$ cat src/rtl/i2c_ptr_pkg.sv
package i2c_ptr_pkg;

    typedef enum logic [2:0] {
        ST_IDLE,
        ST_RX,
        ST_ACK,
        ST_TX,
        ST_MACK
    } bus_st_e;

    typedef enum logic [2:0] {
        BY_ADDR,
        BY_PTR,
        BY_MSB,
        BY_LSB,
        BY_EXTRA
    } byte_e;

    localparam logic [2:0] ADDR_FIXED = 3'b100;

    function automatic logic [1:0] strap_code(input logic hi_start, input logic hi_low);
        case ({hi_start, hi_low})
            2'b00:   return 2'b00;
            2'b11:   return 2'b01;
            2'b01:   return 2'b10;
            default: return 2'b11;
        endcase
    endfunction

endpackage

$ cat src/rtl/i2c_sync.sv
module i2c_sync #(
    parameter int W      = 4,
    parameter int STAGES = 2
) (
    input  logic         clk,
    input  logic         rst_n,
    input  logic [W-1:0] d_i,
    output logic [W-1:0] q_o
);
    logic [STAGES-1:0][W-1:0] pipe_d, pipe_q;

    always_comb begin
        pipe_d[0] = d_i;
        for (int i = 1; i < STAGES; i++) begin
            pipe_d[i] = pipe_q[i-1];
        end
    end

    always_ff @(posedge clk or negedge rst_n) begin
        if (!rst_n) pipe_q <= '1;
        else        pipe_q <= pipe_d;
    end

    assign q_o = pipe_q[STAGES-1];
endmodule

$ cat src/rtl/i2c_strap_decode.sv
module i2c_strap_decode
    import i2c_ptr_pkg::*;
#(
    parameter int PINS = 2
) (
    input  logic              clk,
    input  logic              rst_n,
    input  logic              start_evt,
    input  logic              rise_evt,
    input  logic [PINS-1:0]   pin_now,
    input  logic [PINS-1:0]   pin_prev,
    output logic [2*PINS-1:0] code_o
);
    typedef struct packed {
        logic [PINS-1:0]   p1;
        logic              pend;
        logic [2*PINS-1:0] code;
    } dec_t;

    dec_t dec_d, dec_q;

    always_comb begin
        dec_d = dec_q;
        if (start_evt) begin
            dec_d.p1   = pin_now;
            dec_d.pend = 1'b1;
        end else if (rise_evt && dec_q.pend) begin
            dec_d.pend = 1'b0;
            for (int i = 0; i < PINS; i++) begin
                dec_d.code[2*i +: 2] = strap_code(dec_q.p1[i], pin_prev[i]);
            end
        end
    end

    always_ff @(posedge clk or negedge rst_n) begin
        if (!rst_n) dec_q <= '0;
        else        dec_q <= dec_d;
    end

    assign code_o = dec_q.code;

    AST_STRAP_PEND_CLEARS: assert property (@(posedge clk) disable iff (!rst_n)
        (dec_q.pend && rise_evt && !start_evt) |=> !dec_q.pend);
endmodule

$ cat src/rtl/i2c_ptr_slave.sv
module i2c_ptr_slave
    import i2c_ptr_pkg::*;
#(
    parameter int NUM_REGS = 8,
    parameter int SYNC_STAGES = 2
) (
    input  logic                        clk,
    input  logic                        rst_n,
    input  logic                        scl_i,
    input  logic                        sda_i,
    output logic                        sda_oe_o,
    input  logic                        strap_a1_i,
    input  logic                        strap_a0_i,
    output logic                        reg_we_o,
    output logic [$clog2(NUM_REGS)-1:0] reg_widx_o,
    output logic [15:0]                 reg_wdata_o,
    output logic [$clog2(NUM_REGS)-1:0] reg_ridx_o,
    input  logic [15:0]                 reg_rdata_i
);
    localparam int IDX_W  = $clog2(NUM_REGS);
    localparam int PTR_W  = 8;
    localparam int WORD_W = 16;
    localparam logic [PTR_W-1:0] REG_LIMIT = PTR_W'(NUM_REGS);

    typedef struct packed {
        bus_st_e            st;
        byte_e              by;
        logic               rw;
        logic [3:0]         bitcnt;
        logic [7:0]         sh;
        logic [PTR_W-1:0]   ptr;
        logic [7:0]         msb;
        logic [WORD_W-1:0]  rword;
        logic               tx_lo;
        logic               mnack;
        logic               oe;
        logic               we;
        logic [IDX_W-1:0]   widx;
        logic [WORD_W-1:0]  wdata;
        logic               scl_p;
        logic               sda_p;
        logic [1:0]         strap_p;
    } slv_t;

    slv_t slv_d, slv_q;

    logic [3:0] sync_out;
    logic       scl_s, sda_s;
    logic [1:0] strap_s;
    logic [3:0] addr_lo;
    logic       rise_evt, fall_evt, start_evt, stop_evt, ptr_ok;
    logic [WORD_W-1:0] rd_word;

    i2c_sync #(.W(4), .STAGES(SYNC_STAGES)) u_sync (
        .clk   (clk),
        .rst_n (rst_n),
        .d_i   ({scl_i, sda_i, strap_a1_i, strap_a0_i}),
        .q_o   (sync_out)
    );

    assign scl_s   = sync_out[3];
    assign sda_s   = sync_out[2];
    assign strap_s = sync_out[1:0];

    assign rise_evt  = scl_s & ~slv_q.scl_p;
    assign fall_evt  = ~scl_s & slv_q.scl_p;
    assign start_evt = scl_s & slv_q.scl_p & slv_q.sda_p & ~sda_s;
    assign stop_evt  = scl_s & slv_q.scl_p & ~slv_q.sda_p & sda_s;

    i2c_strap_decode #(.PINS(2)) u_strap (
        .clk       (clk),
        .rst_n     (rst_n),
        .start_evt (start_evt),
        .rise_evt  (rise_evt),
        .pin_now   (strap_s),
        .pin_prev  (slv_q.strap_p),
        .code_o    (addr_lo)
    );

    assign ptr_ok  = slv_q.ptr < REG_LIMIT;
    assign rd_word = ptr_ok ? reg_rdata_i : '0;

    always_comb begin
        slv_d         = slv_q;
        slv_d.we      = 1'b0;
        slv_d.scl_p   = scl_s;
        slv_d.sda_p   = sda_s;
        slv_d.strap_p = strap_s;
        if (start_evt) begin
            slv_d.st     = ST_RX;
            slv_d.by     = BY_ADDR;
            slv_d.bitcnt = '0;
            slv_d.oe     = 1'b0;
        end else if (stop_evt) begin
            slv_d.st = ST_IDLE;
            slv_d.oe = 1'b0;
        end else begin
            case (slv_q.st)
                ST_RX: begin
                    if (rise_evt) begin
                        slv_d.sh     = {slv_q.sh[6:0], sda_s};
                        slv_d.bitcnt = slv_q.bitcnt + 4'd1;
                    end else if (fall_evt && slv_q.bitcnt == 4'd8) begin
                        if (slv_q.by != BY_ADDR) begin
                            slv_d.oe = 1'b1;
                            slv_d.st = ST_ACK;
                        end else if (slv_q.sh[7:1] == {ADDR_FIXED, addr_lo}) begin
                            slv_d.rw = slv_q.sh[0];
                            slv_d.oe = 1'b1;
                            slv_d.st = ST_ACK;
                        end else begin
                            slv_d.st = ST_IDLE;
                        end
                    end
                end
                ST_ACK: begin
                    if (fall_evt) begin
                        slv_d.oe     = 1'b0;
                        slv_d.bitcnt = '0;
                        slv_d.st     = ST_RX;
                        case (slv_q.by)
                            BY_ADDR: begin
                                if (slv_q.rw) begin
                                    slv_d.rword = rd_word;
                                    slv_d.sh    = rd_word[15:8];
                                    slv_d.tx_lo = 1'b0;
                                    slv_d.oe    = ~rd_word[15];
                                    slv_d.st    = ST_TX;
                                end else begin
                                    slv_d.by = BY_PTR;
                                end
                            end
                            BY_PTR: begin
                                slv_d.ptr = slv_q.sh;
                                slv_d.by  = BY_MSB;
                            end
                            BY_MSB: begin
                                slv_d.msb = slv_q.sh;
                                slv_d.by  = BY_LSB;
                            end
                            BY_LSB: begin
                                slv_d.we    = ptr_ok;
                                slv_d.widx  = slv_q.ptr[IDX_W-1:0];
                                slv_d.wdata = {slv_q.msb, slv_q.sh};
                                slv_d.by    = BY_EXTRA;
                            end
                            default: slv_d.by = BY_EXTRA;
                        endcase
                    end
                end
                ST_TX: begin
                    if (fall_evt) begin
                        if (slv_q.bitcnt == 4'd7) begin
                            slv_d.oe = 1'b0;
                            slv_d.st = ST_MACK;
                        end else begin
                            slv_d.sh     = {slv_q.sh[6:0], 1'b0};
                            slv_d.oe     = ~slv_q.sh[6];
                            slv_d.bitcnt = slv_q.bitcnt + 4'd1;
                        end
                    end
                end
                ST_MACK: begin
                    if (rise_evt) begin
                        slv_d.mnack = sda_s;
                    end else if (fall_evt) begin
                        if (slv_q.mnack) begin
                            slv_d.st = ST_IDLE;
                        end else begin
                            slv_d.sh     = slv_q.tx_lo ? slv_q.rword[15:8] : slv_q.rword[7:0];
                            slv_d.oe     = slv_q.tx_lo ? ~slv_q.rword[15] : ~slv_q.rword[7];
                            slv_d.tx_lo  = ~slv_q.tx_lo;
                            slv_d.bitcnt = '0;
                            slv_d.st     = ST_TX;
                        end
                    end
                end
                default: ;
            endcase
        end
    end

    always_ff @(posedge clk or negedge rst_n) begin
        if (!rst_n) begin
            slv_q       <= '0;
            slv_q.scl_p <= 1'b1;
            slv_q.sda_p <= 1'b1;
        end else begin
            slv_q <= slv_d;
        end
    end

    assign sda_oe_o    = slv_q.oe;
    assign reg_we_o    = slv_q.we;
    assign reg_widx_o  = slv_q.widx;
    assign reg_wdata_o = slv_q.wdata;
    assign reg_ridx_o  = slv_q.ptr[IDX_W-1:0];

    AST_OE_SCL_LOW: assert property (@(posedge clk) disable iff (!rst_n)
        !$stable(slv_q.oe) |-> !slv_q.scl_p);
    AST_WE_PULSE: assert property (@(posedge clk) disable iff (!rst_n)
        slv_q.we |=> !slv_q.we);
    AST_WE_IN_RANGE: assert property (@(posedge clk) disable iff (!rst_n)
        slv_q.we |-> (slv_q.ptr < REG_LIMIT));
    AST_IDLE_RELEASED: assert property (@(posedge clk) disable iff (!rst_n)
        (slv_q.st == ST_IDLE) |-> !slv_q.oe);
    AST_START_ADDR_PHASE: assert property (@(posedge clk) disable iff (!rst_n)
        $past(start_evt) |-> (slv_q.st == ST_RX && slv_q.by == BY_ADDR && !slv_q.oe));
    AST_ACK_DRIVES: assert property (@(posedge clk) disable iff (!rst_n)
        (slv_q.st == ST_ACK) |-> slv_q.oe);
endmodule

$ cat config.mk
export PLATFORM = sky130hd
export DESIGN_NAME = i2c_ptr_slave
export DESIGN_NICKNAME = d
export VERILOG_FILES = /design/src/rtl/i2c_ptr_pkg.sv /design/src/rtl/i2c_sync.sv /design/src/rtl/i2c_strap_decode.sv /design/src/rtl/i2c_ptr_slave.sv
export SDC_FILE = /design/constraint.sdc
export NUM_CORES = 1
export LEC_CHECK = 0
export CAP_MARGIN = 20
export CORE_ASPECT_RATIO = 1.25
export CORE_UTILIZATION = 45
export CTS_CLUSTER_SIZE = 24
export DETAILED_ROUTE_END_ITERATION = 10
export DONT_BUFFER_PORTS = 1
export MAX_ROUTING_LAYER = met4
export PLACE_DENSITY = 0.62
export SYNTH_ARGS = -nofsm -noshare
export SYNTH_HDL_FRONTEND = slang
export SYNTH_SLANG_ARGS = --single-unit
$ cat constraint.sdc
create_clock -name clk -period 5.8 [get_ports clk]
set_clock_uncertainty 0.2 [all_clocks]
set_input_delay 1.45 -clock clk [delete_from_list [all_inputs] [get_ports clk]]
set_output_delay 1.45 -clock clk [all_outputs]
set_load 0.02 [all_outputs]
======== Word level (Yosys, flattened, before mapping) ========
Index checks and enable logic that the tools add are counted.
word-level totals
  bits in registers ....................... 93
  latch bits .............................. 0
  RAM bits ................................ 0
  ROM bits ................................ 0
  input bits .............................. 22
  output and inout bits ................... 24
  logic and storage cells ................. 183
  memories ................................ 0
operators by class
  add/sub/neg operators ................... 1
  multiply operators ...................... 0
  divide/modulo/power cells ............... 0
  $lt $le $gt $ge ......................... 1
  eq/ne operators ......................... 41
  shifts and indexed selects .............. 0
  mux-type cells .......................... 72
  bitwise operators ....................... 20
  reduce and logical (&&, ||, !) cells .... 26
operator list
  cell                  number
  $mux W20              4
  $mux W12              6
  $mux W50              1
  $pmux W12 S4          1
  $mux W45              1
  $mux W8               5
  $mux W17              2
  $mux W3               11
  $mux W32              1
  $ne A4 B4 Y1 const B  8
  $reduce_and A9 Y1     3
  $mux W1               25
  $mux W21              1
  $ne A3 B3 Y1 const B  7
  $mux W16              1
  $ne A2 B2 Y1 const B  8
  $reduce_and A5 Y1     3
  $not A1 Y1            13
  $eq A3 B2 Y1 const B  4
  $mux W6               2
  $pmux W2 S3           2
  $pmux W3 S4           1
  $reduce_and A12 Y1    1
  $pmux W3 S3           1
  other kinds (31)      49

======== Logic depth before layout (Yosys ltp) ========
  depth after elaboration ................. 9
  mapped depth ............................ 8

======== Cells and area by module ========
Synthesis repeated with hierarchy kept, for this count alone.
unflattened totals
  cells, all modules ...................... 385
  area, all modules ....................... 4420.5 µm²
modules (own cells, without submodules)
  module            times used  cells an instance  area each (µm²)
  i2c_ptr_slave     1           345                3829.9
  i2c_strap_decode  1           32                 380.4
  i2c_sync          1           8                  210.2

======== Worst setup path after synthesis ========
OpenSTA, ideal clock, no wires.
  path type ............................... in2reg
  start point ............................. in reg_rdata_i[15]
  end point ............................... reg slv_q[66] in the netlist's numbering
  arrival ................................. 1987 ps
  data required time ...................... 5475 ps
  setup slack ............................. 3489 ps
  stages .................................. 2
  path through ............................ a221o_1 > mux2_2
on the way
  word-level cells in the longest chain between the ends .. 5
RTL lines
  what                  RTL line              RTL
  start, declared       i2c_ptr_slave.sv:18   input logic [15:0] reg_rdata_i
  $mux W16              i2c_ptr_slave.sv:81   assign rd_word = ptr_ok ? reg_rdata_i : '0;
  $mux W8               i2c_ptr_slave.sv:123  if (slv_q.rw) begin
  $mux W8               i2c_ptr_slave.sv:121  case (slv_q.by)
  $mux W45              i2c_ptr_slave.sv:117  if (fall_evt) begin
  $pmux W12 S4          i2c_ptr_slave.sv:98   case (slv_q.st)
  end signal, assigned  i2c_ptr_slave.sv:189  slv_q <= slv_d;
  end, declared         i2c_ptr_slave.sv:45   slv_t slv_d, slv_q;
No other way between the ends. The select of a mux whose other input is x is not followed.
A chain may end at the register's enable or synchronous reset.

======== Worst setup path after layout ========
  start point ............................. reg u_sync.pipe_q, in the netlist u_sync.q_o[2]
  end point ............................... reg slv_q[50] in the netlist's numbering
on the way
  word-level cells in the longest chain between the ends .. 4
RTL lines
  what                             RTL line             RTL
  start, declared                  i2c_sync.sv:10       logic [STAGES-1:0][W-1:0] pipe_d, pipe_q;
  start signal, assigned           i2c_sync.sv:21       else pipe_q <= pipe_d;
  $not A1 Y1                       i2c_ptr_slave.sv:67  assign start_evt = scl_s & slv_q.scl_p & slv_q.sda_p & ~sda_s;
  $and A1 B1 Y1                    i2c_ptr_slave.sv:67
  $not A1 Y1 (no line)             -
  $reduce_and A5 Y1 (no line) (*)  -
Mark *: on every way between the ends. The rest lies on a longest branch, timed or not.

==> metrics.csv <==
metric,value,unit
status,"finished, final reports clean",
stdcell_count,499,
hold_buffers,0,
crit_top_cell,nor2b_1,
drv_cap,0,
yosysSeqAreaShare,51.6,%
finalCriticalPeriod,2.78,ns
die_area,0.0105,mm^2
vias_per_cell,5.60,
cts_tree,done,
ios,46,
start_util,46.7,%
synthArstFlopShare,100,%
hpwl,6210,um
synth_edf_count,0,
crit_path_start_kind,register,
cellPowerDensity,475,mW/mm^2
required,5.83,ns
numCtsBuffers,9,
core.rowCount,40,
relSlewSlack,35.6,%
clk_pin_slew,0.07,ns
gp_congestion,0.921,
cts_root_buffer,clkbuf_16,
rsz0062_at_grt,no,
ys_ff_latch,93,
synth_area_leader_cell,dfrtp_1,
ys_top_cells_by_area,"dfrtp_1, mux2_2, dfstp_2",
cp_slowest_cell,nor2b_1,
first_iter_violations,192,
port_buffers,0,
final_nets,396,
crit_chain,"xor2_1, nor2b_1, nor3_1, nor2b_1, mux2_2",
ys_types,66,
drive_gt1_share,24.7,%
grt_max_degree,94,
grt-ovfl-total,0,
min-delay-path-class,register to register,
area_delta_synth_final,4.60,%
post_cts_buffers,0,
drv_slew,0,
critPathKind,register to register,
synthCells,395,
wl_per_cell,18.2,um
ys_warn_count,0,
worst_pin_slew,0.958,ns
vdd_ir_drop_max,167,uV
clk_latency,0.34,ns
finalHoldViolCount,0,
routed_wl,9080,um
cts_buffer_depth,2,
syn_nets,423,
fmax,360,MHz
synth_flop_cell,dfrtp_1,
cp-end-kind,register,
cp.arrival,2.80,ns
first_pass_iters,5,
setup_ws,3.02,ns
vias,2792,
syn_avg_cell_area,11.5,um^2
cts_max_level,3,
ant_nets,0,
cts_resized,0,
fp.dieH,114,um
setup_tns,0,ns
core_area,0.00971,mm^2
grt_pass1_vias,2801,
grt_antenna_before_repair,0,
synth_top_cell_area_share,45.8,%
die_x,91.8,um
cts.sinks,93,
holdWs,0.156,ns
p_leak,2.19,nW
grt_pass1_wl,14800,um
setup_viol,0,
post-route-period-util,47.9,%
antenna_cells,0,
slowest_delay,0.68,ns
drc,0,
dp.cells,483,
worstPathMaxFanout,8,
syn_area,0.00454,mm^2
pre_cts_ws,3.00,ns
track_usage,19.2,%
[cell families (layout without fill, tap and decap cells)]
family | Yosys count | in the layout | share of synthesized area [%]
AOI/OAI and AO/OA | 64 | 64 | 9.65
and+or+nand+nor | 111 | 111 | 13.3
buffers and inverters | 55 | 33 | 7.14
xor gates and xnor gates | 5 | 5 | 0.965
DFF | 93 | 93 | 51.6
adders and majority gates | 6 | 6 | 1.65
muxes | 61 | 61 | 15.7
[cells in the mapped netlist, types with 5 or more instances]
cell / number
mux2_4: 10
nand2_1: 45
clkbuf_1: 6
a21oi_1: 7
nand3_1: 7
mux2i_1: 10
dfrtp_1: 83
nor2_1: 17
o21ai_0: 25
a222oi_1: 6
buf_4: 22
inv_1: 16
buf_2: 9
nor2b_1: 5
ha_1: 6
dfstp_2: 10
mux2_2: 40
[final timing paths]
path	from	end	slack, ns	cells past startpoint
setup / recovery	u_sync.q_o[2]	slv_q[50]	3.02	5
hold / removal	u_sync.pipe_d[4]	u_sync.q_o[0]	0.16	0
setup reg to reg	u_sync.q_o[2]	slv_q[50]	3.02	5
hold reg to reg	u_sync.pipe_d[4]	u_sync.q_o[0]	0.16	0
max in group asynchronous	rst_n	u_sync.pipe_d[5]	4.60	0
min in group asynchronous	rst_n	slv_q[29]	0.60	0
[metrics by stage]
stage / util (%) / cell area (um^2) / total power [W]
floorplan: - / 4540 / 0.00152
global placement: 45.7 / 4440 / 0.00164
detailed placement: 45.7 / 4440 / 0.00166
CTS: 48.9 / 4750 / 0.00228
global route: 48.9 / 4750 / 0.00240
finish: 48.9 / 4750 / 0.00226
[sequential cells by signal, summed over array words and instances (netlist names)]
register and cells:
u_strap.code_o 4, reg_we_o 1, slv_q 54, sda_oe_o 1, u_sync.q_o 4, reg_ridx_o 3
u_sync.pipe_d 4, reg_wdata_o 16, reg_widx_o 3, u_strap.dec_q 3
[per-layer routing]
layer  global-route usage, %  wire, um  vias up  share of wire, %
met2                    32.0      4710       55                52
met1                    22.3      3890     1406                43
met4                    8.54       182        0               2.0
met3                    4.12       305       14               3.4
li1                        -         -     1317                 -
met5                       -         0        -                 0
[area by class of cell]
| class | count | area [um^2] |
|---|---|---|
| Fill cell | 880 | 4960 |
| Sequential cell | 93 | 2340 |
| Multi-Input combinational cell | 247 | 1870 |
| Clock buffer | 10 | 239 |
| Tap cell | 126 | 158 |
| Clock inverter | 6 | 68.8 |
| Inverter | 16 | 60.1 |
| Timing Repair Buffer | 1 | 7.51 |
[layout by cell type (no fill, tap or decap), types with 2 or more instances in the layout]
| cell | n |
|---|---|
| a21oi_1 | 7 |
| dfstp_2 | 10 |
| inv_1 | 16 |
| nor2_1 | 17 |
| clkbuf_16 | 9 |
| nor3b_2 | 2 |
| mux2_2 | 40 |
| o21ai_0 | 25 |
| nor3_1 | 4 |
| nand3b_1 | 4 |
| o22ai_1 | 2 |
| a31oi_1 | 3 |
| or3b_2 | 2 |
| inv_6 | 2 |
| mux2i_1 | 10 |
| nor2b_1 | 5 |
| a222oi_1 | 6 |
| a21o_1 | 2 |
| nand2_1 | 45 |
| nand4_1 | 4 |
| ha_1 | 6 |
| xor2_1 | 4 |
| nand3_1 | 7 |
| nand2b_1 | 3 |
| dfrtp_1 | 83 |
| nor3b_1 | 3 |
| mux2_4 | 10 |
[power breakdown]
group | internal, W | total, W | switching (W) | leakage, nW
clock network | 0.000349 | 0.000604 | 0.000255 | 0.149
registers | 0.000784 | 0.00100 | 0.000220 | 1.13
logic | 0.000308 | 0.000649 | 0.000341 | 0.910
total | 0.00144 | 0.00226 | 0.000815 | 2.19
[worst max-delay path, delay by kind of cell (launching register included)]
family | cells | cell delay, ns
flip-flops | 1 | 0.62
AND/OR/NAND/NOR | 3 | 1.31
multiplexers | 1 | 0.41
XOR/XNOR | 1 | 0.11
(Power assumes the default switching activity.)
